--- src/rtl/refsup_pkg.sv ---
package refsup_pkg;

  typedef enum logic [1:0] {
    MODE_FREE = 2'd0,
    MODE_REF1 = 2'd1,
    MODE_REF2 = 2'd2,
    MODE_HOLD = 2'd3
  } opMode_t;

  // strobes from control to datapath
  typedef struct packed {
    logic histUpdate;
    logic holdCapture;
    logic selRef;
    logic selHold;
    logic selFree;
  } ctrlStrobe_t;

  function automatic opMode_t decodePins(input logic a, input logic b);
    case ({a, b})
      2'b10:   return MODE_REF1;
      2'b01:   return MODE_REF2;
      2'b11:   return MODE_HOLD;
      default: return MODE_FREE;
    endcase
  endfunction

endpackage

--- src/rtl/refsup_ctrl.sv ---
module refsup_ctrl
  import refsup_pkg::*;
(
  input  logic        clk,
  input  logic        rst,
  input  logic        ctlA,
  input  logic        ctlB,
  input  logic        lossOfRef,
  input  logic        lossOfLock,
  input  logic        secStrobe,
  input  logic        tuneLimit,
  output ctrlStrobe_t stb,
  output logic        indFree,
  output logic        indRef1,
  output logic        indRef2,
  output logic        indHold,
  output logic        alarm
);

  opMode_t modeQ;
  opMode_t modeNext;
  logic    inRef;

  assign modeNext = decodePins(ctlA, ctlB);

  always_ff @(posedge clk) begin
    if (rst) modeQ <= MODE_FREE;
    else     modeQ <= modeNext;
  end

  assign inRef = (modeQ == MODE_REF1) || (modeQ == MODE_REF2);

  always_comb begin
    stb             = '0;
    stb.selRef      = inRef;
    stb.selHold     = (modeQ == MODE_HOLD);
    stb.selFree     = (modeQ == MODE_FREE);
    stb.histUpdate  = !rst && secStrobe && inRef && !lossOfLock && !lossOfRef;
    stb.holdCapture = !rst && (modeNext == MODE_HOLD) && (modeQ != MODE_HOLD);
  end

  assign indFree = (modeQ == MODE_FREE);
  assign indRef1 = (modeQ == MODE_REF1);
  assign indRef2 = (modeQ == MODE_REF2);
  assign indHold = (modeQ == MODE_HOLD);

  assign alarm = indFree || indHold || lossOfRef || lossOfLock || tuneLimit;

  AST_IND_ONEHOT: assert property (@(posedge clk) disable iff (rst)
    $countones({indFree, indRef1, indRef2, indHold}) == 1);

  AST_PINS_HOLD: assert property (@(posedge clk) disable iff (rst)
    (ctlA && ctlB) |=> indHold);

  AST_PINS_FREE: assert property (@(posedge clk) disable iff (rst)
    (!ctlA && !ctlB) |=> (indFree && alarm));

  AST_LIMIT_ALARM: assert property (@(posedge clk) disable iff (rst)
    tuneLimit |-> alarm);

endmodule

--- src/rtl/refsup_datapath.sv ---
module refsup_datapath
  import refsup_pkg::*;
#(
  parameter int TW        = 16,
  parameter int SHIFT     = 5,
  parameter int LIMIT_NUM = 9,
  parameter int LIMIT_DEN = 10
) (
  input  logic                 clk,
  input  logic                 rst,
  input  ctrlStrobe_t          stb,
  input  logic signed [TW-1:0] tuneIn,
  output logic                 tuneLimit,
  output logic signed [TW-1:0] tuneOut
);

  localparam int FULL_POS = (2 ** (TW - 1)) - 1;
  localparam int LIMIT_I  = (FULL_POS * LIMIT_NUM) / LIMIT_DEN;
  localparam logic signed [TW:0] LIMIT_POS = LIMIT_I;
  localparam logic signed [TW:0] LIMIT_NEG = -LIMIT_I;

  logic signed [TW-1:0] histQ;
  logic signed [TW-1:0] holdQ;
  logic signed [TW:0]   tuneExt;
  logic signed [TW:0]   diff;
  logic signed [TW:0]   step;
  logic signed [TW:0]   histSum;

  // outer-band comparison, one extra bit so the most negative word is safe
  assign tuneExt   = {tuneIn[TW-1], tuneIn};
  assign tuneLimit = (tuneExt >= LIMIT_POS) || (tuneExt <= LIMIT_NEG);

  // first-order IIR history
  assign diff    = tuneExt - {histQ[TW-1], histQ};
  assign step    = diff >>> SHIFT;
  assign histSum = {histQ[TW-1], histQ} + step;

  always_ff @(posedge clk) begin
    if (rst)                 histQ <= '0;
    else if (stb.histUpdate) histQ <= histSum[TW-1:0];
  end

  always_ff @(posedge clk) begin
    if (rst)                  holdQ <= '0;
    else if (stb.holdCapture) holdQ <= histQ;
  end

  always_comb begin
    if (stb.selRef)       tuneOut = tuneIn;
    else if (stb.selHold) tuneOut = holdQ;
    else                  tuneOut = '0;
  end

  AST_HIST_QUIET: assert property (@(posedge clk) disable iff (rst)
    !stb.histUpdate |=> $stable(histQ));

  AST_UPDATE_IN_REF: assert property (@(posedge clk) disable iff (rst)
    stb.histUpdate |-> stb.selRef);

  AST_HOLD_FROZEN: assert property (@(posedge clk) disable iff (rst)
    stb.selHold |=> (!stb.selHold || $stable(holdQ)));

  AST_FREE_CENTRE: assert property (@(posedge clk) disable iff (rst)
    (stb.selFree && $past(stb.selFree)) |-> (tuneOut == '0));

endmodule

--- src/rtl/refmode_supervisor.sv ---
module refmode_supervisor
  import refsup_pkg::*;
#(
  parameter int TW    = 16,
  parameter int SHIFT = 5
) (
  input  logic                 clk,
  input  logic                 rst,
  input  logic                 ctlA,
  input  logic                 ctlB,
  input  logic                 lossOfRef,
  input  logic                 lossOfLock,
  input  logic                 secStrobe,
  input  logic signed [TW-1:0] tuneIn,
  input  logic                 tristateReq,
  output logic                 indFree,
  output logic                 indRef1,
  output logic                 indRef2,
  output logic                 indHold,
  output logic                 alarm,
  output logic                 tuneLimit,
  output logic signed [TW-1:0] tuneOut,
  output logic                 outEnable
);

  ctrlStrobe_t stb;

  refsup_ctrl ctrl_i (
    .clk        (clk),
    .rst        (rst),
    .ctlA       (ctlA),
    .ctlB       (ctlB),
    .lossOfRef  (lossOfRef),
    .lossOfLock (lossOfLock),
    .secStrobe  (secStrobe),
    .tuneLimit  (tuneLimit),
    .stb        (stb),
    .indFree    (indFree),
    .indRef1    (indRef1),
    .indRef2    (indRef2),
    .indHold    (indHold),
    .alarm      (alarm)
  );

  refsup_datapath #(
    .TW    (TW),
    .SHIFT (SHIFT)
  ) dp_i (
    .clk       (clk),
    .rst       (rst),
    .stb       (stb),
    .tuneIn    (tuneIn),
    .tuneLimit (tuneLimit),
    .tuneOut   (tuneOut)
  );

  assign outEnable = ~tristateReq;

endmodule

--- config.mk ---
export PLATFORM = sky130hd
export DESIGN_NAME = refmode_supervisor
export DESIGN_NICKNAME = d
export VERILOG_FILES = /design/src/rtl/refsup_pkg.sv /design/src/rtl/refsup_ctrl.sv /design/src/rtl/refsup_datapath.sv /design/src/rtl/refmode_supervisor.sv
export SDC_FILE = /design/constraint.sdc
export NUM_CORES = 1
export LEC_CHECK = 0
export ABC_AREA = 1
export CAP_MARGIN = 25
export CORE_MARGIN = 2
export CORE_UTILIZATION = 60
export DETAILED_ROUTE_END_ITERATION = 7
export PLACE_DENSITY = 0.87
export REMOVE_ABC_BUFFERS = 1
export SYNTH_ARGS = -nofsm -noshare
export SYNTH_HDL_FRONTEND = slang
export SYNTH_SLANG_ARGS = --single-unit
--- constraint.sdc ---
create_clock -name clk -period 8.1 [get_ports clk]
set_input_delay 1.62 -clock clk [delete_from_list [all_inputs] [get_ports clk]]
set_output_delay 1.62 -clock clk [all_outputs]
set_load 0.02 [all_outputs]
==> results.cfg <==
[critical_path]
timing.rr.start = dp_i.histQ[6]
reg2reg_depth = 17
reg2reg_to = dp_i.histQ[14]
cpMaxStageDelayCell = clkdlybuf4s50_1
worstPathCellList = clkdlybuf4s50_1 -> inv_1 -> nor4_1 -> nor3_1 -> o21ai_0 -> nand3_1 -> nand3_1 -> nand3_1 -> clkdlybuf4s50_1
reg2reg_setup_slack_ns = 4.81
critPathLaunchType = primary input
path_max_fanout = 3
worst_ep_required_time_ns = 6.48
cpPeakStageDelay_ns = 0.56
critPathMostFrequentCell = nand3_1
crit_type = in2out
arrival_ns = 3.61
end_kind = output port

[clock_tree]
clk_pin_slew_ns = 0.07
cts.repair.resized = 0
clk_latency_ns = 0.30
cts_setup_buffers = 0
cts_root_buffer = clkbuf_8
numCtsBuffers = 5
clock-sinks = 34
ctsHtreeMaxLevel = 2
cts_max_path_buffers = 2
cts_hold_buf = 0
cts_tree = yes

[drt]
drc = 0
drt_first_iter_violations = 181
via_per_inst = 5.72
wl_per_cell_um = 14.0
routed_wl_um = 7920
dr.pass1.iters = 5
drtAntennaViolNets = 0
route.vias.total = 3236

[floorplan]
die_x_um = 76.5
die_y_um = 76.5
core_area_mm2 = 0.00511
io_pins = 47
die-area_mm2 = 0.00586
initial_core_util = 0.618
rows = 26

[power]
vdd_ir_drop_max_mv = 0.0743
power_density_mw_per_mm2 = 136
cellLeakagePower_uw = 0.00176

[timing]
setup_viol = 0
worstMarginPinSlew_ns = 0.743
report.final.slew_viol_count = 0
min_period_ns = 5.23
max_slew_margin = 0.505
rsz0062_at_grt = false
finalWorstSetupSlack_ns = 2.87
fmax_mhz = 191
post-route-period-util = 0.646
setup_tns_ns = 0
finalHoldViolations = 0
fin_skew_ns = 0.00518

[logic_synthesis]
synth.distinct_cells = 44
synth_top_area_frac = 0.216
synth-edff-count = 0
synth.area.top_cells = dfxtp_1 22%, ha_1 14%, nand2_1 9.8%, inv_1 7.7%, nand3_1 6.7%
synth_top_cell_by_area = dfxtp_1
synth_area_mm2 = 0.00316
synth.avg_cell_area_um2 = 6.97
yosys_warnings = 0
netlist_instances = 453
async_flop_share = 0
synth_seq_cells = 34
ys_seq_area_frac = 0.216
synth_ff_type = dfxtp_1

[global_routing]
use_met1 = 0.374
met2_usage = 0.476
grt_first_pass_wirelength_um = 13800
grt.total_usage = 0.282
overflow = 0
grt_pass1_vias = 3061
antenna_found_initial = 0
grt_max_degree = 33
grtUsageMet3 = 0.0379
busiest_layer = met2

[run_status]
status = finished clean

[cells_and_area]
layout_common_cells = 82 x nand2_1, 65 x inv_1, 46 x clkdlybuf4s50_1
nNetsFinal = 556
area_growth_pct = 18.7
drive_gt1_frac = 0.101
final_common_cell = nand2_1
diodes = 0

[place]
hpwl_um = 6130
place_ws_ns = 2.88
place_congestion = 0.897
portBuffers = 46

[worst_hold_path]
min_path_type = reg2reg
min_from = dp_i.holdQ[2]
holdPathStages = 2
hold_end = dp_i.holdQ[2]

[flow_run]
cap_violations = 0
## worst max-delay path by stage
stage                         start  endpoint  slack, ns  cells past startpoint
after global routing      tuneIn[3]     alarm       2.72                      9
after detailed placement  tuneIn[3]     alarm       2.88                      9
after floorplan           tuneIn[1]     alarm       4.00                      6
after CTS                 tuneIn[3]     alarm       2.87                      9
after global placement    tuneIn[3]     alarm       2.89                      9
final                     tuneIn[3]     alarm       2.87                      9
## worst max-delay path, delay by kind of cell
family / cells / cell delay [ns]
compound gates: 1 / 0.22
simple gates: 5 / 0.67
buf+inv: 3 / 1.10
## flip-flops by register name (all words and copies together), names as in the netlist
name,cells
dp_i.holdQ,16
dp_i.histQ,16
ctrl_i.modeQ,2
## layer usage
| metal | share of wire | wire [um] |
|---|---|---|
| met1 | 0.46 | 3660 |
| met2 | 0.47 | 3730 |
| met3 | 0.051 | 402 |
| met4 | 0.016 | 127 |
| met5 | 0 | 0 |
## cell usage after synthesis, types with 2 or more instances
library cell,number
a21o_1,5
inv_1,65
buf_2,4
o21ai_1,5
nand3_1,42
o31ai_1,7
inv_2,3
nand2_1,82
buf_4,4
nand2_4,2
o21ai_0,18
xor2_1,9
nor4_1,2
ha_1,36
or2_2,4
nor3_4,2
nor2_4,2
nand2_2,9
a21oi_1,24
a211oi_1,14
dfxtp_1,34
clkbuf_1,4
nor2_1,34
nand4_1,4
nor3_1,4
a211oi_2,3
xnor2_1,8
a21oi_2,7
## kinds of logic after synthesis
family	Yosys count	share of synthesized area
and+or+nand+nor	193	0.294
AOI/OAI and AO/OA	91	0.191
buffers and inverters	81	0.103
adders and majority gates	37	0.149
DFF	34	0.216
xor gates and xnor gates	17	0.0472
## per-stage QoR
stage	util	cells	cell area, um2	power [uW]	hold slack [ns]
after detailed placement	0.715	558	3650	375	0.485
after CTS	0.733	566	3750	509	0.495
after global placement	0.715	558	3650	370	0.477
after floorplan	-	440	3090	315	0.460
final	0.733	566	3750	511	0.492
after global routing	0.733	566	3750	541	0.528
## power by group
part	total (uW)	internal [uW]	switching [uW]
registers	178	174	4.16
clock network	136	68.3	67.4
logic	197	78.3	119
## final cells by class
class / instances / area (um2)
Tap cell: 70 / 87.6
Clock buffer: 6 / 82.6
Fill cell: 436 / 1360
Clock inverter: 2 / 12.5
Inverter: 68 / 255
Sequential cell: 34 / 681
Multi-Input combinational cell: 338 / 2150
Timing Repair Buffer: 48 / 475
No activity file was read; power rests on OpenSTA's default activity.
